$ cat config.mk
export PLATFORM = sky130hd
export DESIGN_NAME = osd_out_ctl
export DESIGN_NICKNAME = d
export VERILOG_FILES = /design/src/rtl/osd_out_pkg.sv /design/src/rtl/osd_ctl_regs.sv /design/src/rtl/osd_out_path.sv /design/src/rtl/osd_out_ctl.sv
export SDC_FILE = /design/constraint.sdc
export NUM_CORES = 1
export LEC_CHECK = 0
export BUFFER_PORTS_ARGS = -buffer_cell sky130_fd_sc_hd__buf_2
export CORE_MARGIN = 5
export CORE_UTILIZATION = 40
export CTS_CLUSTER_DIAMETER = 30
export DETAILED_ROUTE_END_ITERATION = 16
export PLACE_DENSITY = 0.81
export SLEW_MARGIN = 20
export SYNTH_ARGS = -nofsm -noshare
export SYNTH_HDL_FRONTEND = slang
export SYNTH_SLANG_ARGS = --single-unit
$ cat constraint.sdc
create_clock -name clk -period 1.2 [get_ports clk]
set_input_delay 0.06 -clock clk [delete_from_list [all_inputs] [get_ports clk]]
set_output_delay 0.06 -clock clk [all_outputs]
set_load 0.05 [all_outputs]
$ cat src/rtl/osd_out_pkg.sv
package osd_out_pkg;
  // Register A bit positions
  localparam int A_ENABLE = 0;
  localparam int A_CHARS_ONLY = 1;
  localparam int A_FORCE = 2;
  localparam int A_WIN_CLR = 3;
  localparam int A_RAM_CLR = 4;
  localparam int A_EDGE = 5;
  localparam int A_SHADOW = 6;
  localparam int A_FADE = 7;
  // Register B bit positions
  localparam int B_POL_POS = 0;
  localparam int B_IDLE_LOW = 1;

  typedef struct packed {
    logic enable;
    logic charsOnly;
    logic blankForce;
    logic polPos;
    logic idleLow;
  } out_cfg_t;

  typedef struct packed {
    logic winClr;
    logic ramClr;
  } clr_strobe_t;
endpackage

$ cat src/rtl/osd_ctl_regs.sv
module osd_ctl_regs
  import osd_out_pkg::*;
#(
  parameter int DATA_W = 8
) (
  input  logic              clk,
  input  logic              rstN,
  input  logic              wrEn,
  input  logic              wrSel,
  input  logic [DATA_W-1:0] wrData,
  input  logic              rdSel,
  output logic [DATA_W-1:0] rdData,
  output out_cfg_t          cfg,
  output clr_strobe_t       strobe,
  output logic              edgeEn,
  output logic              shadowSel,
  output logic              fadeEn
);
  logic enableQ, charsOnlyQ, forceQ, edgeQ, shadowQ, fadeQ;
  logic winClrQ, ramClrQ;
  logic polPosQ, idleLowQ;
  logic wrA, wrB;

  assign wrA = wrEn && !wrSel;
  assign wrB = wrEn && wrSel;

  always_ff @(posedge clk) begin
    if (!rstN) begin
      enableQ    <= 1'b0;
      charsOnlyQ <= 1'b0;
      forceQ     <= 1'b0;
      edgeQ      <= 1'b0;
      shadowQ    <= 1'b0;
      fadeQ      <= 1'b0;
    end else if (wrA) begin
      enableQ    <= wrData[A_ENABLE];
      charsOnlyQ <= wrData[A_CHARS_ONLY];
      forceQ     <= wrData[A_FORCE];
      edgeQ      <= wrData[A_EDGE];
      shadowQ    <= wrData[A_SHADOW];
      fadeQ      <= wrData[A_FADE];
    end
  end

  // Self-clearing command bits: high for one cycle after the write
  always_ff @(posedge clk) begin
    if (!rstN) begin
      winClrQ <= 1'b0;
      ramClrQ <= 1'b0;
    end else begin
      winClrQ <= wrA && wrData[A_WIN_CLR];
      ramClrQ <= wrA && wrData[A_RAM_CLR];
    end
  end

  always_ff @(posedge clk) begin
    if (!rstN) begin
      polPosQ  <= 1'b1;
      idleLowQ <= 1'b0;
    end else if (wrB) begin
      polPosQ  <= wrData[B_POL_POS];
      idleLowQ <= wrData[B_IDLE_LOW];
    end
  end

  always_comb begin
    rdData = '0;
    if (!rdSel) begin
      rdData[A_ENABLE]     = enableQ;
      rdData[A_CHARS_ONLY] = charsOnlyQ;
      rdData[A_FORCE]      = forceQ;
      rdData[A_WIN_CLR]    = winClrQ;
      rdData[A_RAM_CLR]    = ramClrQ;
      rdData[A_EDGE]       = edgeQ;
      rdData[A_SHADOW]     = shadowQ;
      rdData[A_FADE]       = fadeQ;
    end else begin
      rdData[B_POL_POS]  = polPosQ;
      rdData[B_IDLE_LOW] = idleLowQ;
    end
  end

  assign cfg.enable     = enableQ;
  assign cfg.charsOnly  = charsOnlyQ;
  assign cfg.blankForce = forceQ;
  assign cfg.polPos     = polPosQ;
  assign cfg.idleLow    = idleLowQ;
  assign strobe.winClr  = winClrQ;
  assign strobe.ramClr  = ramClrQ;
  assign edgeEn    = edgeQ;
  assign shadowSel = shadowQ;
  assign fadeEn    = fadeQ;


  win_pulse_once_chk: assert property (@(posedge clk) disable iff (!rstN)
    (strobe.winClr && !(wrA && wrData[A_WIN_CLR])) |=> !strobe.winClr);

  ram_pulse_once_chk: assert property (@(posedge clk) disable iff (!rstN)
    (strobe.ramClr && !(wrA && wrData[A_RAM_CLR])) |=> !strobe.ramClr);

  reserved_zero_chk: assert property (@(posedge clk) disable iff (!rstN)
    rdSel |-> (rdData[DATA_W-1:2] == '0));
endmodule

$ cat src/rtl/osd_out_path.sv
module osd_out_path
  import osd_out_pkg::*;
#(
  parameter int COLOR_W = 2,
  localparam int RGB_W = 3 * COLOR_W
) (
  input  logic             clk,
  input  logic             rstN,
  input  out_cfg_t         cfg,
  input  logic             chrActive,
  input  logic             winActive,
  input  logic [RGB_W-1:0] pixRgb,
  output logic [RGB_W-1:0] rgbOut,
  output logic             rgbOe,
  output logic             blankOut,
  output logic             blankOe
);
  logic srcOn, anyPix, blankLvl;

  assign anyPix = chrActive || winActive;
  assign srcOn  = cfg.charsOnly ? chrActive : anyPix;

  // Force overrides after polarity so the pin is high in both polarities
  always_comb begin
    if (cfg.blankForce) blankLvl = 1'b1;
    else if (cfg.polPos) blankLvl = srcOn;
    else blankLvl = !srcOn;
  end

  always_ff @(posedge clk) begin
    if (!rstN) begin
      rgbOut   <= '0;
      rgbOe    <= 1'b0;
      blankOut <= 1'b0;
      blankOe  <= 1'b0;
    end else if (cfg.enable) begin
      rgbOut   <= anyPix ? pixRgb : '0;
      rgbOe    <= 1'b1;
      blankOut <= blankLvl;
      blankOe  <= 1'b1;
    end else begin
      rgbOut   <= '0;
      rgbOe    <= cfg.idleLow;
      blankOut <= 1'b0;
      blankOe  <= cfg.idleLow;
    end
  end


  enabled_drive_chk: assert property (@(posedge clk) disable iff (!rstN)
    cfg.enable |=> (rgbOe && blankOe));

  idle_float_chk: assert property (@(posedge clk) disable iff (!rstN)
    (!cfg.enable && !cfg.idleLow) |=> (!rgbOe && !blankOe));

  idle_low_chk: assert property (@(posedge clk) disable iff (!rstN)
    (!cfg.enable && cfg.idleLow) |=> (rgbOe && blankOe && !blankOut && rgbOut == '0));

  force_high_chk: assert property (@(posedge clk) disable iff (!rstN)
    (cfg.enable && cfg.blankForce) |=> blankOut);

  chars_only_chk: assert property (@(posedge clk) disable iff (!rstN)
    (cfg.enable && !cfg.blankForce && cfg.charsOnly && cfg.polPos && !chrActive) |=> !blankOut);
endmodule

$ cat src/rtl/osd_out_ctl.sv
module osd_out_ctl
  import osd_out_pkg::*;
#(
  parameter int COLOR_W = 2,
  localparam int DATA_W = 8,
  localparam int RGB_W = 3 * COLOR_W
) (
  input  logic              clk,
  input  logic              rstN,
  input  logic              wrEn,
  input  logic              wrSel,
  input  logic [DATA_W-1:0] wrData,
  input  logic              rdSel,
  output logic [DATA_W-1:0] rdData,
  input  logic              chrActive,
  input  logic              winActive,
  input  logic [RGB_W-1:0]  pixRgb,
  output logic [RGB_W-1:0]  rgbOut,
  output logic              rgbOe,
  output logic              blankOut,
  output logic              blankOe,
  output logic              winClrPulse,
  output logic              ramClrPulse,
  output logic              edgeEn,
  output logic              shadowSel,
  output logic              fadeEn
);
  out_cfg_t    cfg;
  clr_strobe_t strobe;

  osd_ctl_regs #(.DATA_W(DATA_W)) uRegs (
    .clk(clk), .rstN(rstN), .wrEn(wrEn), .wrSel(wrSel), .wrData(wrData),
    .rdSel(rdSel), .rdData(rdData), .cfg(cfg), .strobe(strobe),
    .edgeEn(edgeEn), .shadowSel(shadowSel), .fadeEn(fadeEn)
  );

  osd_out_path #(.COLOR_W(COLOR_W)) uPath (
    .clk(clk), .rstN(rstN), .cfg(cfg), .chrActive(chrActive),
    .winActive(winActive), .pixRgb(pixRgb), .rgbOut(rgbOut), .rgbOe(rgbOe),
    .blankOut(blankOut), .blankOe(blankOe)
  );

  assign winClrPulse = strobe.winClr;
  assign ramClrPulse = strobe.ramClr;
endmodule

==> reports/summary.txt, run 1 <==
Worst setup EP type = output pin
Synth Warn # = 0
CTS sink cnt = 18
M3 GR Usage = 0.0554
Reg-to-Reg End = uPath.blankOut$_SDFF_PN0_
DIE WIDTH = 51.4 µm
Required @ worst endpoint = 1.14 ns
CTS max path bufs = 2
Maxcap violations = 0
CP arrival = 1.10 ns
Residual DRC = 0
Netlist cell types = 17
CTS clk-pin slew, worst paths = 0.10 ns
DP HPWL = 1200 µm
Share of layout cells above drive strength 1 = 0.478
Syn Nets = 84
Final setup violation count = 0
DR iter-0 viols = 7
GR peak layer = met2
Placer Congestion = 0.672
Area leader, netlist = dfxtp_1
Skew-Pair Late Insertion Delay = 0.29 ns
Num rows = 15
Die area = 2640 µm²
CTS tree = done
Ports = 43
Initial Util = 0.410
Status = completed
Sequential area share after synthesis = 0.527
Initial antenna violation count = 0
DR pass1 iterations = 4
WS Path Type = flop to output pin
Commonest non-fill, non-tap cell in the layout = buf_2
ANT nets after route = 0
First-pass GRT wire length = 2580 µm
Clock Skew = 0.00298 ns
Grt met2 use = 0.214
Max Fclk = 865 MHz
Worst-margin pin slew = 0.295 ns
Post-Synthesis Cells = 63
Crit path cell chain = mux2_1 > buf_6
Post CTS Setup Buffer Count = 0
R2R Setup Slk = 0.25 ns
Leakage = 0.000540 µW
Fin cells = 132
CP max-delay cell = dfxtp_2
Met1 Use GR = 0.143
Vias per cell = 4.72
Nets = 137
Worst Path Max Fanout = 4
Area contributors post-synth = dfxtp_1, nor2b_1, mux2i_1
Setup_tns = 0 ns
Vias in the first global route = 643
Pin count of the biggest net entering global routing = 14
Top cell type's share of synthesized area = 0.527
Mapped Area = 684 µm²
Drt wl/cell = 12.4 µm
Tcrit/Tclk final = 0.963
DIE HEIGHT = 51.4 µm
Worst Reg-to-Reg Cells = 3
IO Port Bufs = 42
Commonest cells after routing, fill and taps aside = buf_2, dfxtp_1, nor2b_1, dlygate4sd3_1
Reg-to-Reg Start = uRegs.charsOnlyQ$_SDFFE_PN0P_
Crit-path max cell delay = 0.35 ns
Root Buffer Master = clkbuf_4
Avg Cell Area, Syn = 10.9 µm²
Post-DP Area = 938 µm²
Total core area = 1670 µm²
DRT Wirelength = 1640 µm
Post-layout utilization of the core = 0.640
Area Growth Syn to Fin = 56.3%
Max Slew Vio Count = 0
Final Hold Viols = 0
RSZ-0062 raised after global routing = false
Overall power = 1250 µW
Relative slew slack = 0.803
Total track usage = 0.129
Hold endpoint = uRegs.forceQ$_SDFFE_PN0P_
VDD IR-drop max = 0.000792 V
Final min period = 1.16 ns
Via count = 623
Type of the most critical hold path = primary input to flop
Num CTS Buffers = 3
Gr ovfl total = 0
Hold Startpoint = wrData[2]
Max H-tree Level = 1
#FFs+latches synth = 18
Cell count of the worst hold path = 3
Antenna diodes = 0
Design area = 1070 µm²
PD cells = 1160 nW/µm²
Worst setup SP type = flop
Dpl cells = 120
## Yosys cell counts (all sizes together)
cell type,instances
o211a,1
o311a,1
mux2i,6
mux2,2
o21a,2
a21boi,1
nor2b,14
nand3,3
nand2,3
buf,2
nor3,1
clkbuf,1
and3,2
dfxtp,18
and2,6
## routing by layer
layer | vias up | wire length [µm]
li1 | 314 | -
met1 | 268 | 661
met2 | 41 | 735
met3 | 0 | 245
met4 | 0 | 0
met5 | - | 0
## cell families after synthesis
family / count (synthesis) / synth area share
AO/OA/AOI/OAI: 5 / 0.0622
buffers and inverters: 3 / 0.0329
flip-flops: 18 / 0.527
multiplexers: 8 / 0.121
AND/OR/NAND/NOR: 29 / 0.258
## sequential cells by signal, summed over array words and instances, names as in the netlist
| name | flops |
|---|---|
| uRegs.edgeEn | 1 |
| uRegs.shadowSel | 1 |
| uRegs.fadeEn | 1 |
| uRegs.ramClrQ | 1 |
| uPath.rgbOut | 6 |
| uRegs.idleLowQ | 1 |
| uRegs.charsOnlyQ | 1 |
| uRegs.winClrQ | 1 |
| uRegs.polPosQ | 1 |
| uRegs.enableQ | 1 |
| uRegs.forceQ | 1 |
| uPath.blankOut | 1 |
| uPath.rgbOe | 1 |
## worst max-delay path by stage
stage	to	slack, ns	start	depth (start not counted)
2_1_floorplan	rdData[5]	0.09	uRegs.edgeEn$_SDFFE_PN0P_	1
3_3_place_gp	uPath.blankOut$_SDFF_PN0_	0.27	uRegs.charsOnlyQ$_SDFFE_PN0P_	3
3_5_place_dp	uPath.blankOut$_SDFF_PN0_	0.25	uRegs.charsOnlyQ$_SDFFE_PN0P_	3
6_report	rdData[0]	0.04	uRegs.polPosQ$_SDFFE_PN1P_	2
5_1_grt	rdData[0]	0.004	uRegs.enableQ$_SDFFE_PN0P_	2
4_1_cts	rdData[1]	0.01	uRegs.idleLowQ$_SDFFE_PN0P_	2
## layout make-up
cell class                      instances  area, µm²
Fill cell                             137        601
Sequential cell                        18        363
Multi-Input combinational cell         42        339
Timing Repair Buffer                   51        310
Clock buffer                            4       36.3
Tap cell                               17       21.3
## worst max-delay path, delay by kind of cell (launching register included)
family   cells  cell delay [ns]
buf+inv      1             0.16
flops        1             0.35
mux          1             0.30
## metrics by stage
stage | setup slack, ns | hold slack, ns
finish | 0.0444 | 0.0257
global route | 0.00359 | 0.0343
CTS | 0.0122 | 0.0136
detailed placement | 0.253 | 0.264
global placement | 0.271 | 0.259
floorplan | 0.0926 | 0.178
## repair_timing
| item | 4_1_cts | 5_1_grt |
|---|---|---|
| pin swaps | 0 | 0 |
| gates resized for setup | 4 | 2 |
| endpoints found under the hold margin | 8 | 0 |
| hold buffers | 8 | 0 |
| setup endpoints to repair | 2 | 2 |
## power breakdown
| group | internal, µW | leakage (µW) | switching [µW] |
|---|---|---|---|
| registers | 619 | 0.000147 | 13.3 |
| clock network | 185 | 0.0000210 | 179 |
| logic | 103 | 0.000373 | 147 |
| total | 907 | 0.000540 | 339 |
Power figures use the tool's default switching activity.
==> inputs of run 2 (changes only) <==
Settings changed: CAP_MARGIN set to 30, SETUP_SLACK_MARGIN set to 0.1.
==> run 2 against run 1 <==
  * Register-to-register slack got worse by 0.10 ns
  * Flip-flop and latch count unchanged
  * Sequential share of layout area down 1.2 points
  * Cell count rose by 1.5%
  * Via count increased by 4.7%
  * Hold slack lost 0.018 ns
  * Combinational power rose by 9.6%
  * Clock power down 19%
  * Die area is the same
  * Cell area is 5.4% higher
  * Power down 3.7%
==> reports/summary.txt, run 2 (synthesis gave the netlist of run 1 again) <==
Status = completed
Design area = 1130 µm² (+5.4%)
Overall power = 1200 µW (-3.7%)
Required @ worst endpoint = 1.14 ns (about the same)
Total track usage = 0.148 (+0.0189)
DR iter-0 viols = 7 (unchanged)
Area Growth Syn to Fin = 64.7%
Reg-to-Reg End = uPath.blankOut$_SDFF_PN0_
DIE HEIGHT = 51.4 µm (unchanged)
Die area = 2640 µm² (unchanged)
Dpl cells = 120 (unchanged)
DP HPWL = 1230 µm (+2.3%)
CTS sink cnt = 18 (unchanged)
Worst setup EP type = output pin
WS Path Type = flop to output pin
Drt wl/cell = 13.4 µm (+7.4%)
Max Slew Vio Count = 0 (unchanged)
Share of layout cells above drive strength 1 = 0.564 (+0.0858)
Post-layout utilization of the core = 0.675 (+0.0345)
CTS max path bufs = 2 (unchanged)
Commonest non-fill, non-tap cell in the layout = buf_2
Total core area = 1670 µm² (unchanged)
Max Fclk = 894 MHz (+3.3%)
Final min period = 1.12 ns (-0.0374 ns)
Top reg by flops = uPath.rgbOut
Hold Startpoint = wrData[1]
Initial antenna violation count = 0 (unchanged)
Num CTS Buffers = 3 (unchanged)
Fin cells = 134 (+1.5%)
Vias per cell = 4.87 (+3.1%)
Residual DRC = 0 (unchanged)
PD cells = 1060 nW/µm² (-8.6%)
Clock Skew = 0.000865 ns (-0.00211 ns)
Type of the most critical hold path = primary input to flop
Setup_tns = 0 ns (unchanged)
Commonest cells after routing, fill and taps aside = buf_2, dfxtp_1, dlygate4sd3_1
Max H-tree Level = 1 (unchanged)
Relative slew slack = 0.804 (+0.00150)
Antenna diodes = 0 (unchanged)
Initial Util = 0.410 (unchanged)
Crit path launch = uRegs.polPosQ$_SDFFE_PN1P_
Worst-margin pin slew = 0.293 ns (-0.00225 ns)
Maxcap violations = 0 (unchanged)
Post-DP Area = 941 µm² (+0.27%)
Vias in the first global route = 657 (+2.2%)
Largest register FFs = 6 (unchanged)
IO Port Bufs = 42 (unchanged)
CP arrival = 1.06 ns (-0.04 ns)
DRT Wirelength = 1790 µm (+9.0%)
Leakage = 0.000560 µW (+3.7%)
Worst Reg-to-Reg Cells = 4 (+1)
CTS clk-pin slew, worst paths = 0.09 ns (about the same)
Final setup violation count = 0 (unchanged)
Hold endpoint = uRegs.idleLowQ$_SDFFE_PN0P_
Nets = 140 (+2.2%)
VDD IR-drop max = 0.000774 V (-2.2%)
Gr ovfl total = 0 (unchanged)
RSZ-0062 raised after global routing = true
Worst setup SP type = flop
R2R Setup Slk = 0.15 ns (-0.10 ns)
Ports = 43 (unchanged)
Final Hold Viols = 0 (unchanged)
Pin count of the biggest net entering global routing = 14 (unchanged)
Register Area = 369 µm² (+1.7%)
ANT nets after route = 0 (unchanged)
DR pass1 iterations = 4 (unchanged)
First-pass GRT wire length = 2800 µm (+8.6%)
Root Buffer Master = clkbuf_4
Reg-to-Reg Start = uRegs.charsOnlyQ$_SDFFE_PN0P_
Cell count of the worst hold path = 3 (unchanged)
CTS tree = done
Num rows = 15 (unchanged)
Multi-input logic area = 352 µm² (+3.7%)
Placer Congestion = 0.653 (-2.9%)
Worst Path Max Fanout = 4 (unchanged)
Skew-Pair Late Insertion Delay = 0.29 ns (about the same)
Layout fillers = 135 (-1.5%)
DIE WIDTH = 51.4 µm (unchanged)
Via count = 652 (+4.7%)
Tcrit/Tclk final = 0.932 (-0.0312)
[run 2: changes by cell type in the layout (fill, tap and decap cells not counted), sizes merged]
| cell | delta |
|---|---|
| clkbuf | +1 |
| buf | +1 |
[run 2: per-layer routing]
metal	global-route usage	vias to the layer above	wire (µm)
met3	0.0437	7	161
met4	0.105	0	50
met2	0.242	38	893
met5	0	-	0
li1	-	318	-
met1	0.161	289	684
[run 2: through the flow]
step | hold WS, ns | setup slack [ns]
2_1_floorplan | 0.178 | 0.0926
3_3_place_gp | 0.259 | 0.275
3_5_place_dp | 0.266 | 0.249
4_1_cts | 0.0111 | 0.0773
5_1_grt | 0.0260 | 0.0533
6_report | 0.00795 | 0.0818
[run 2: worst max path at each step]
stage	end	depth (start not counted)
4_1_cts	rdData[0]	2
5_1_grt	rdData[0]	2
3_5_place_dp	uPath.blankOut$_SDFF_PN0_	3
2_1_floorplan	rdData[5]	1
6_report	rdData[0]	2
3_3_place_gp	uPath.blankOut$_SDFF_PN0_	3
[run 2: where the power goes]
group	switching (µW)	internal, µW	total, µW
logic	154	120	274
clock network	176	117	293
registers	12.0	620	632
total	343	857	1200
[run 2: cell type report]
cell class | count | share of cell area
multi-input combinational | 42 | 0.312
timing repair buffer | 54 | 0.322
tap | 17 | 0.0189
sequential | 18 | 0.327
clock buffer | 3 | 0.0200
[run 2: worst max-delay path: stages (launching register included)]
cell,delay (ns)
dfxtp_2,0.35
mux2_4,0.26
buf_6,0.15
[run 2: repair_timing]
item,in CTS,in global routing
setup endpoints to repair,5,9
setup buffers,3,0
endpoints found under the hold margin,8,0
resized for setup,14,10
hold buffers,8,0
cloned,0,0
==> inputs of run 3 (changes only) <==
Settings changed: PLACE_DENSITY 0.81 to 0.88.
==> run 3 against run 2 <==
  * Clock-buffer cell count up 1
  * Cell count up 1.5%
  * Routed wire length up 1.5%
  * Global-route usage up 0.56 points
  * Die area unchanged
  * Largest power group unchanged
  * Critical path depth unchanged
  * Clock skew about the same
  * Flip-flop and latch count unchanged
  * Critical endpoint unchanged
==> reports/summary.txt, run 3 (synthesis gave the netlist of run 1 again) <==
Share of layout cells above drive strength 1 = 0.563 (-0.00108)
Worst Path Max Fanout = 2 (-2)
Largest register FFs = 6 (unchanged)
CP max-delay cell = dfxtp_2
Layout fillers = 116 (-14%)
Final setup violation count = 0 (unchanged)
Reg-to-Reg Start = uRegs.charsOnlyQ$_SDFFE_PN0P_
Placer Congestion = 0.691 (+5.7%)
Pin count of the biggest net entering global routing = 14 (unchanged)
Die area = 2640 µm² (unchanged)
Ports = 43 (unchanged)
IO Port Bufs = 42 (unchanged)
Hold endpoint = uRegs.idleLowQ$_SDFFE_PN0P_
Initial Util = 0.410 (unchanged)
Top reg by flops = uPath.rgbOut
Worst-margin pin slew = 0.271 ns (-0.0217 ns)
Dpl cells = 120 (unchanged)
Final min period = 1.11 ns (-0.00648 ns)
Crit path cell chain = mux2_4 > buf_6
Cell count of the worst hold path = 3 (unchanged)
Max H-tree Level = 1 (unchanged)
CTS max path bufs = 2 (unchanged)
WHS = 0.0144 ns (+0.00648 ns)
Worst setup EP type = output pin
First-pass GRT wire length = 2890 µm (+3.2%)
PD cells = 1120 nW/µm² (+4.8%)
DR pass1 iterations = 4 (unchanged)
Setup_tns = 0 ns (unchanged)
DRT Wirelength = 1820 µm (+1.5%)
Nets = 141 (+0.71%)
Fin cells = 136 (+1.5%)
VDD IR-drop max = 0.000698 V (-9.9%)
Worst Reg-to-Reg Cells = 4 (unchanged)
Residual DRC = 0 (unchanged)
Max Fclk = 900 MHz (+0.58%)
CP arrival = 1.05 ns (about the same)
Commonest cells after routing, fill and taps aside = buf_2, dfxtp_1, dlygate4sd3_1
Clock Skew = 0.00119 ns (+0.000323 ns)
Num CTS Buffers = 3 (unchanged)
Antenna diodes = 0 (unchanged)
DR iter-0 viols = 4 (-3)
Gr ovfl total = 0 (unchanged)
Total track usage = 0.153 (+0.00556)
Post-DP Area = 941 µm² (unchanged)
Reg-to-Reg End = uPath.blankOut$_SDFF_PN0_
Skew-Pair Late Insertion Delay = 0.29 ns (about the same)
Vias per cell = 4.68 (-3.7%)
Initial antenna violation count = 0 (unchanged)
WP depth = 2 (unchanged)
Crit path max-delay family = flip-flops
Status = completed
Required @ worst endpoint = 1.14 ns (about the same)
DIE WIDTH = 51.4 µm (unchanged)
Leakage = 0.000569 µW (+1.7%)
Num rows = 15 (unchanged)
RSZ-0062 raised after global routing = true
Tcrit/Tclk final = 0.926 (-0.00540)
CTS sink cnt = 18 (unchanged)
Drt wl/cell = 13.3 µm (about the same)
Worst setup SP type = flop
Via count = 637 (-2.3%)
Crit-path max cell delay = 0.34 ns (about the same)
CP Buf/Inv Count = 1 (unchanged)
ANT nets after route = 0 (unchanged)
Commonest non-fill, non-tap cell in the layout = buf_2
Total core area = 1670 µm² (unchanged)
WS Path Type = flop to output pin
Max Slew Vio Count = 0 (unchanged)
DP HPWL = 1270 µm (+3.0%)
Maxcap violations = 0 (unchanged)
CTS clk-pin slew, worst paths = 0.10 ns (about the same)
Final Hold Viols = 0 (unchanged)
Vias in the first global route = 661 (+0.61%)
Root Buffer Master = clkbuf_4
Design area = 1140 µm² (+1.4%)
CTS tree = done
Type of the most critical hold path = primary input to flop
R2R Setup Slk = 0.14 ns (about the same)
Relative slew slack = 0.819 (+0.0145)
DIE HEIGHT = 51.4 µm (unchanged)
Area Growth Syn to Fin = 67.1%
Hold Startpoint = wrData[1]
[run 3: report_power, final]
| group | switching, µW | internal (µW) |
|---|---|---|
| logic | 156 | 122 |
| clock network | 183 | 185 |
| registers | 10.8 | 620 |
| total | 349 | 927 |
[run 3: worst max-delay path by stage]
stage	start	end	slack (ns)
6_report	uRegs.enableQ$_SDFFE_PN0P_	rdData[0]	0.09
5_1_grt	uRegs.charsOnlyQ$_SDFFE_PN0P_	rdData[1]	0.04
4_1_cts	uRegs.charsOnlyQ$_SDFFE_PN0P_	rdData[1]	0.08
3_5_place_dp	uRegs.charsOnlyQ$_SDFFE_PN0P_	uPath.blankOut$_SDFF_PN0_	0.23
3_3_place_gp	uRegs.charsOnlyQ$_SDFFE_PN0P_	uPath.blankOut$_SDFF_PN0_	0.27
2_1_floorplan	uRegs.edgeEn$_SDFFE_PN0P_	rdData[5]	0.09
[run 3: repair_timing]
action / CTS / global route
hold buffers: 8 / 0
resized for setup: 15 / 6
endpoints found under the hold margin: 8 / 0
buffers inserted: 4 / 0
setup endpoints to repair: 4 / 8
[run 3: worst reg2reg max path: cells and delay by family (launching register included)]
family | cells | cell delay (ns)
AOI/OAI and AO/OA | 1 | 0.32
buffers and inverters | 1 | 0.13
DFF | 1 | 0.33
and+or+nand+nor | 2 | 0.17
[run 3: layout make-up]
type | count | area (µm²) | share of cell area
Timing Repair Buffer | 55 | 367 | 0.321
Multi-Input combinational cell | 42 | 352 | 0.307
Clock buffer | 4 | 36.3 | 0.0317
Tap cell | 17 | 21.3 | 0.0186
Sequential cell | 18 | 368 | 0.322
[run 3: per-layer routing]
| layer | GRT usage | wire (µm) | share of wire |
|---|---|---|---|
| met1 | 0.165 | 687 | 0.38 |
| met2 | 0.248 | 901 | 0.50 |
| met3 | 0.0466 | 159 | 0.088 |
| met4 | 0.118 | 67 | 0.037 |
| met5 | 0 | 0 | 0 |
[run 3: per-stage QoR]
step / setup WS, ns / total power (µW) / utilization
2_1_floorplan: 0.0926 / 795 / -
3_3_place_gp: 0.273 / 865 / 0.563
3_5_place_dp: 0.234 / 870 / 0.563
4_1_cts: 0.0759 / 1290 / 0.675
5_1_grt: 0.0414 / 1330 / 0.685
6_report: 0.0883 / 1280 / 0.685
